==> src/rtl/hwloop_pkg.sv <==
package hwloop_pkg;

    typedef enum logic [1:0] {
        ST_EMPTY   = 2'd0,
        ST_PARTIAL = 2'd1,
        ST_FULL    = 2'd2
    } occ_state_t;

    typedef enum logic [2:0] {
        OP_NONE    = 3'd0,
        OP_RPT_REG = 3'd1,
        OP_BLK_REG = 3'd2,
        OP_RPT_IMM = 3'd3,
        OP_BLK_IMM = 3'd4
    } loop_op_t;

    localparam logic [15:0] MASK_REGFORM = 16'hFFE0;
    localparam logic [15:0] MASK_IMMFORM = 16'hFF00;
    localparam logic [15:0] CODE_RPT_REG = 16'h0040;
    localparam logic [15:0] CODE_BLK_REG = 16'h0060;
    localparam logic [15:0] CODE_RPT_IMM = 16'h1000;
    localparam logic [15:0] CODE_BLK_IMM = 16'h1100;

    function automatic loop_op_t classify_op(input logic [15:0] w);
        loop_op_t r;
        r = OP_NONE;
        if ((w & MASK_REGFORM) == CODE_RPT_REG)      r = OP_RPT_REG;
        else if ((w & MASK_REGFORM) == CODE_BLK_REG) r = OP_BLK_REG;
        else if ((w & MASK_IMMFORM) == CODE_RPT_IMM) r = OP_RPT_IMM;
        else if ((w & MASK_IMMFORM) == CODE_BLK_IMM) r = OP_BLK_IMM;
        return r;
    endfunction

endpackage

==> src/rtl/hwloop_decode.sv <==
module hwloop_decode
    import hwloop_pkg::*;
#(
    parameter int AW = 16,
    parameter int CW = 16
) (
    input  logic          ret_valid,
    input  logic [AW-1:0] ret_pc,
    input  logic [15:0]   ret_word,
    input  logic [AW-1:0] ret_ext,
    input  logic [CW-1:0] rf_data,
    input  logic          end_len_two,
    output logic [4:0]    rf_sel,
    output logic          op_ovr,
    output logic [AW-1:0] op_tgt,
    output logic          push_req,
    output logic [AW-1:0] push_start,
    output logic [AW-1:0] push_end,
    output logic [CW-1:0] push_cnt
);
    localparam int IMMW = 8;

    loop_op_t      op;
    logic          blk;
    logic          use_reg;
    logic [AW-1:0] after_one;
    logic [AW-1:0] after_two;
    logic [AW-1:0] skip_tgt;

    always_comb begin
        op = classify_op(ret_word);
        unique case (op)
            OP_RPT_REG: begin blk = 1'b0; use_reg = 1'b1; end
            OP_BLK_REG: begin blk = 1'b1; use_reg = 1'b1; end
            OP_RPT_IMM: begin blk = 1'b0; use_reg = 1'b0; end
            OP_BLK_IMM: begin blk = 1'b1; use_reg = 1'b0; end
            default:    begin blk = 1'b0; use_reg = 1'b0; end
        endcase
        rf_sel     = ret_word[4:0];
        push_cnt   = use_reg ? rf_data : CW'(ret_word[IMMW-1:0]);
        after_one  = ret_pc + AW'(1);
        after_two  = ret_pc + AW'(2);
        skip_tgt   = ret_ext + (end_len_two ? AW'(2) : AW'(1));
        push_start = blk ? after_two : after_one;
        push_end   = blk ? ret_ext : after_one;
        op_ovr     = ret_valid && (op != OP_NONE);
        push_req   = op_ovr && (push_cnt != '0);
        op_tgt     = (blk && (push_cnt == '0)) ? skip_tgt : push_start;
    end

endmodule

==> src/rtl/hwloop_stack.sv <==
module hwloop_stack
    import hwloop_pkg::*;
#(
    parameter int AW    = 16,
    parameter int CW    = 16,
    parameter int DEPTH = 4
) (
    input  logic          clk,
    input  logic          rst_n,
    input  logic          push_req,
    input  logic [AW-1:0] push_start,
    input  logic [AW-1:0] push_end,
    input  logic [CW-1:0] push_cnt,
    input  logic          hit,
    output logic [AW-1:0] top_start,
    output logic [AW-1:0] top_end,
    output logic [CW-1:0] top_cnt,
    output logic          has_frame,
    output logic          loop_back,
    output logic          nest_ovf
);
    localparam int IW = (DEPTH > 1) ? $clog2(DEPTH) : 1;
    localparam int PW = $clog2(DEPTH + 1);

    logic [AW-1:0] start_q [DEPTH];
    logic [AW-1:0] end_q   [DEPTH];
    logic [CW-1:0] cnt_q   [DEPTH];

    occ_state_t    state_q, state_d;
    logic [PW-1:0] depth_q, depth_d, after_pop;
    logic          ovf_q, ovf_d;
    logic [IW-1:0] top_idx, push_idx;
    logic [CW-1:0] dec_cnt;
    logic          pop, do_push, is_full;

    // output decode of the occupancy state
    always_comb begin
        unique case (state_q)
            ST_EMPTY:   begin has_frame = 1'b0; is_full = 1'b0; end
            ST_PARTIAL: begin has_frame = 1'b1; is_full = 1'b0; end
            ST_FULL:    begin has_frame = 1'b1; is_full = 1'b1; end
            default:    begin has_frame = 1'b0; is_full = 1'b0; end
        endcase
    end

    always_comb begin
        top_idx   = IW'(depth_q - PW'(1));
        top_start = start_q[top_idx];
        top_end   = end_q[top_idx];
        top_cnt   = cnt_q[top_idx];
        dec_cnt   = top_cnt - CW'(1);
        pop       = hit && (dec_cnt == '0);
        loop_back = hit && !pop;
        after_pop = depth_q - PW'(pop);
        do_push   = push_req && (pop || !is_full);
        ovf_d     = ovf_q || (push_req && !pop && is_full);
        push_idx  = IW'(after_pop);
        depth_d   = after_pop + PW'(do_push);
        if (depth_d == '0)               state_d = ST_EMPTY;
        else if (depth_d == PW'(DEPTH))  state_d = ST_FULL;
        else                             state_d = ST_PARTIAL;
    end

    // state register
    always_ff @(posedge clk) begin
        if (!rst_n) begin
            state_q <= ST_EMPTY;
            depth_q <= '0;
            ovf_q   <= 1'b0;
        end else begin
            state_q <= state_d;
            depth_q <= depth_d;
            ovf_q   <= ovf_d;
        end
    end

    assign nest_ovf = ovf_q;

    for (genvar g = 0; g < DEPTH; g++) begin : g_entry
        always_ff @(posedge clk) begin
            if (!rst_n) begin
                start_q[g] <= '0;
                end_q[g]   <= '0;
                cnt_q[g]   <= '0;
            end else begin
                if (loop_back && (top_idx == IW'(g)))
                    cnt_q[g] <= dec_cnt;
                if (do_push && (push_idx == IW'(g))) begin
                    start_q[g] <= push_start;
                    end_q[g]   <= push_end;
                    cnt_q[g]   <= push_cnt;
                end
            end
        end
    end


    depth_bound_chk: assert property (@(posedge clk) disable iff (!rst_n)
        depth_q <= PW'(DEPTH));


    ovf_sticky_chk: assert property (@(posedge clk) disable iff (!rst_n)
        ovf_q |=> ovf_q);


    ovf_hold_chk: assert property (@(posedge clk) disable iff (!rst_n)
        (push_req && !hit && state_q == ST_FULL) |=> ($stable(depth_q) && ovf_q));


    pop_shrink_chk: assert property (@(posedge clk) disable iff (!rst_n)
        (pop && !push_req) |=> (depth_q == $past(depth_q) - PW'(1)));


    push_grow_chk: assert property (@(posedge clk) disable iff (!rst_n)
        (push_req && !hit && state_q != ST_FULL)
        |=> (depth_q == $past(depth_q) + PW'(1) && top_cnt == $past(push_cnt)));

endmodule

==> src/rtl/hwloop_ctrl.sv <==
module hwloop_ctrl
    import hwloop_pkg::*;
#(
    parameter int AW    = 16,
    parameter int CW    = 16,
    parameter int DEPTH = 4
) (
    input  logic          clk,
    input  logic          rst_n,
    input  logic          ret_valid,
    input  logic [AW-1:0] ret_pc,
    input  logic [15:0]   ret_word,
    input  logic [AW-1:0] ret_ext,
    output logic [4:0]    rf_sel,
    input  logic [CW-1:0] rf_data,
    input  logic          end_len_two,
    output logic          pc_ovr,
    output logic [AW-1:0] pc_tgt,
    output logic          nest_ovf
);
    logic          op_ovr, push_req, hit, has_frame, loop_back;
    logic [AW-1:0] op_tgt, push_start, push_end, top_start, top_end;
    logic [CW-1:0] push_cnt, top_cnt;

    hwloop_decode #(.AW(AW), .CW(CW)) u_decode (
        .ret_valid   (ret_valid),
        .ret_pc      (ret_pc),
        .ret_word    (ret_word),
        .ret_ext     (ret_ext),
        .rf_data     (rf_data),
        .end_len_two (end_len_two),
        .rf_sel      (rf_sel),
        .op_ovr      (op_ovr),
        .op_tgt      (op_tgt),
        .push_req    (push_req),
        .push_start  (push_start),
        .push_end    (push_end),
        .push_cnt    (push_cnt)
    );

    hwloop_stack #(.AW(AW), .CW(CW), .DEPTH(DEPTH)) u_stack (
        .clk        (clk),
        .rst_n      (rst_n),
        .push_req   (push_req),
        .push_start (push_start),
        .push_end   (push_end),
        .push_cnt   (push_cnt),
        .hit        (hit),
        .top_start  (top_start),
        .top_end    (top_end),
        .top_cnt    (top_cnt),
        .has_frame  (has_frame),
        .loop_back  (loop_back),
        .nest_ovf   (nest_ovf)
    );

    always_comb begin
        hit    = ret_valid && has_frame && (top_cnt != '0) && (ret_pc == top_end);
        pc_ovr = loop_back || op_ovr;
        pc_tgt = loop_back ? top_start : op_tgt;
    end


    idle_quiet_chk: assert property (@(posedge clk) disable iff (!rst_n)
        !ret_valid |-> !pc_ovr);


    last_pass_chk: assert property (@(posedge clk) disable iff (!rst_n)
        (hit && top_cnt == CW'(1) && !op_ovr) |-> !pc_ovr);


    restart_chk: assert property (@(posedge clk) disable iff (!rst_n)
        (hit && top_cnt > CW'(1)) |-> (pc_ovr && pc_tgt == top_start));

endmodule

==> config.mk <==
export PLATFORM = sky130hd
export DESIGN_NAME = hwloop_ctrl
export DESIGN_NICKNAME = d
export VERILOG_FILES = /design/src/rtl/hwloop_pkg.sv /design/src/rtl/hwloop_decode.sv /design/src/rtl/hwloop_stack.sv /design/src/rtl/hwloop_ctrl.sv
export SDC_FILE = /design/constraint.sdc
export NUM_CORES = 1
export LEC_CHECK = 0
export ABC_AREA = 1
export BUFFER_PORTS_ARGS = -buffer_cell sky130_fd_sc_hd__buf_2
export CORE_UTILIZATION = 40
export CTS_CLUSTER_DIAMETER = 60
export CTS_CLUSTER_SIZE = 24
export DETAILED_ROUTE_END_ITERATION = 10
export PLACE_DENSITY = 0.57
export SYNTH_ARGS = -nofsm -noshare
export SYNTH_HDL_FRONTEND = slang
export SYNTH_SLANG_ARGS = --single-unit
==> constraint.sdc <==
create_clock -name clk -period 6.8 [get_ports clk]
set_input_delay 1.02 -clock clk [delete_from_list [all_inputs] [get_ports clk]]
set_output_delay 1.02 -clock clk [all_outputs]
set_load 0.1 [all_outputs]
==> impl_metrics.yaml <==
synth:
  yosysTopAreaCellShare_pct: 46.0
  seq_area_frac_synth_pct: 47.0
  synth_seq_cells: 198
  synthXorXnorAreaFrac_pct: 2.98
  yosysTopAreaCell: "edfxtp_1"
  synth_top_family_by_area: "simple AND/OR/NAND/NOR gates"
  synthTopCellsByCount: "490 x nand2_1, 192 x edfxtp_1, 187 x nor2_1"
  ys_async_sr_fraction_pct: 0
  synth_ff_type: "edfxtp_1"
  synthTopCellsByArea: "edfxtp_1 46%, nand2_1 15%, nand3_1 6.0%, nor2_1 5.6%, nor2_4 3.3%"
  yosys.cell_types.count: 52
  yosysMostFrequentCell: "nand2_1"
  synth_area_um2: 12500
  synthMuxAreaShare_pct: 0
  synth-adder-area-share_pct: 1.66
  synth_nets: 1614
  yosys.area_share.simple_pct: 35.1
  synth_edf_count: 192
  synth_compound_area_share_pct: 5.90
  syn_inst: 1530
  syn_avg_cell_area_um2: 8.19
  yosys_warnings: 0
clock_network:
  cts.sinks: 198
  clk_latency_ps: 460
  clockBufferDepth: 2
  ctsResizeCount: 0
  numCtsBuffers: 17
  path_clk_slew_ps: 70
  cts_tree: "yes"
  cts_htree_levels: 4
  postCtsHoldBufs: 0
  cts_root_buf: "clkbuf_16"
  cts_setup_buffers: 0
route:
  drt_iter0_drc: 897
  ant_nets: 0
  vias: 10918
  drc: 0
  vias_per_cell: 5.49
  drtPass1Iterations: 5
  wl_per_cell_um: 19.4
  totalWireLength_um: 38600
setup_path:
  critPathRequiredTime_ps: 5780
  crit_path_end_kind: "output pin"
  critPathSlowestCell: "nor4_1"
  cp_slowest_stage_delay_ps: 800
  worstRegToRegCells: 19
  critical_path_class: "in -> out"
  rrSetupSlack_ps: 1380
  r2r-start: "u_stack.depth_q[0]"
  crit_path_max_fanout: 28
  crit_path_start_kind: "primary input"
  arrival_ps: 5000
  reg2reg_to: "u_stack.end_q[1][6]"
  worst_path_most_repeated_cell: "nand2_1"
  path_buf_inv: 4
  worstPathCellList: "buf_2 > nor2_1 > inv_1 > nor3_4 > nand2_2 > nand2_1 > nand2_1 > nor4_1 > nand2_1 > nor2_2 > inv_1 > o21ai_0 > nand2_1 > o21ai_0 > buf_12"
  cp_top_family: "simple AND/OR/NAND/NOR gates"
placed_design:
  routabilityCongestion: 0.961
  hpwl_um: 26100
  port_buffers: 90
  place_ws_ps: 805
cells_and_area:
  nets: 1661
  area_growth_pct: 11.6
  nFillCells: 3051
  drive_gt1_share_pct: 14.4
  fin_util_pct: 45.6
global_route:
  antenna_found_initial: 1
  grt_start_max_net_pins: 99
  grt_usage_pct: 24.9
  grt_pass1_vias: 10621
  grt-ovfl-total: 0
  grt_pass1_wl_um: 59500
timing:
  relSlewSlack_pct: 24.8
  worst_slack_ps: 784
  finalSetupViolCount: 0
  rsz0062_at_grt: "false"
  period_share_pct: 88.5
  tns_ps: 0
  fmax_ghz: 0.166
  hold_violations: 0
  worst_slew_pin_slew_ps: 1120
  drv_slew: 0
  worst_clock_skew_ps: 17.2
  hold_slack_ps: 459
  layout_min_cycle_time_ps: 6020
power_and_ir_drop:
  irDropWorstVdd_uv: 148
  p_int_mw: 1.99
  clock_power_share_pct: 37.6
  p_sw_uw: 795
  p_total_mw: 2.79
  seqPwrFrac_pct: 49.6
  p_per_area_nw_per_um2: 199
  swShare_pct: 28.5
  leakage_nw: 6.02
  p_comb_share_pct: 12.8
status:
  status: "complete, no violations"
min_path:
  hold_path_startpoint: "u_stack.nest_ovf"
  hp-class: "reg -> reg"
  hold_end: "u_stack.nest_ovf"
  holdPathStages: 2
floorplanning:
  die_area_um2: 32000
  pin_count: 91
  initial_core_util_pct: 40.8
  core-area_um2: 30700
  rows: 64
  die_y_um: 179
  die_x_um: 179
run:
  maxCapViolCount: 0
-- power groups by stage --
stage | Sequential [mW] | Combinational [mW] | Clock [mW]
5_1_grt | 1.39 | 0.385 | 1.09
4_1_cts | 1.38 | 0.355 | 1.06
6_report | 1.38 | 0.356 | 1.05
3_5_place_dp | 1.41 | 0.354 | 0
3_3_place_gp | 1.41 | 0.353 | 0
2_1_floorplan | 1.41 | 0.225 | 0
-- cell families after synthesis --
| family | after synthesis |
|---|---|
| flops | 198 |
| fa+ha+maj | 16 |
| simple gates | 965 |
| compound gates | 123 |
| buf+inv | 188 |
| xor+xnor | 40 |
-- cell usage in the layout, fill, tap and decap left out, types with 2 or more instances in the layout --
master | Yosys | final
o211ai_1 | 2 | 2
clkbuf_16 | 0 | 17
clkinv_1 | 2 | 2
o21ai_1 | 3 | 3
inv_2 | 5 | 5
nand2_1 | 490 | 486
ha_1 | 15 | 15
edfxtp_1 | 192 | 192
inv_4 | 2 | 2
nand3b_1 | 2 | 2
xor2_2 | 3 | 3
buf_4 | 17 | 18
nand3_1 | 149 | 149
xor2_1 | 27 | 27
nand2_4 | 2 | 2
nor2_1 | 187 | 187
nor2_4 | 37 | 37
inv_1 | 96 | 96
clkinv_4 | 0 | 2
clkinv_8 | 0 | 3
nor3_1 | 17 | 17
buf_12 | 0 | 18
a21boi_0 | 4 | 4
nand2_2 | 14 | 18
a41oi_1 | 2 | 2
or2_2 | 4 | 4
o21ai_0 | 49 | 49
nand4_1 | 40 | 40
inv_6 | 0 | 7
nor4_1 | 9 | 9
xnor2_1 | 10 | 10
nor2_2 | 4 | 4
a21oi_1 | 41 | 41
clkinv_2 | 1 | 3
buf_2 | 15 | 74
a32o_1 | 16 | 16
dfxtp_1 | 6 | 5
nand3_2 | 3 | 3
-- state kept, by name (all words and copies together), names as in the netlist --
| name | cells |
|---|---|
| u_stack.end_q | 64 |
| u_stack.state_q | 2 |
| u_stack.nest_ovf | 1 |
| u_stack.start_q | 64 |
| u_stack.depth_q | 3 |
| u_stack.cnt_q | 64 |
-- routing by layer --
metal  routed length (um)  global-route usage, %  vias to the layer above  part of all wire (%)
met1                16900                   32.1                     5267                    44
met2                18400                   42.2                      406                    48
met3                 2300                   3.67                       67                   6.0
met5                    0                      0                        -                     0
met4                  925                   9.00                        0                   2.4
li1                     -                      -                     5178                     -
-- metrics by stage --
step	cell area (um^2)	instances
after floorplan	12500	1530
after global placement	13400	1954
after detailed placement	13400	1954
after CTS	14000	1986
after global routing	14000	1986
final	14000	1987
-- layout make-up --
cell class	count	area, um^2	area share, %
flip-flops and latches	198	5890	42.2
clock buffers	17	425	3.04
clock inverters	15	168	1.20
diodes	1	2.50	0.0179
repair buffers	110	866	6.20
well taps	396	495	3.55
inverters	106	404	2.89
multi-input cells	1144	5720	40.9
-- worst reg2reg max path, delay by kind of cell (launching register included) --
family / cells / cell delay, ps
DFF: 1 / 680
and+or+nand+nor: 13 / 2860
buffers and inverters: 4 / 790
adders and majority gates: 2 / 700
-- worst max path at each step --
| stage | start | endpoint | cells after the start |
|---|---|---|---|
| 2_1_floorplan | u_stack.depth_q[0] | pc_tgt[0] | 22 |
| 3_3_place_gp | ret_word[8] | pc_tgt[1] | 15 |
| 3_5_place_dp | ret_word[8] | pc_tgt[1] | 15 |
| 4_1_cts | ret_word[8] | pc_tgt[1] | 15 |
| 5_1_grt | ret_word[8] | pc_tgt[1] | 17 |
| 6_report | ret_word[8] | pc_tgt[1] | 15 |
Power figures use the tool's default switching activity.
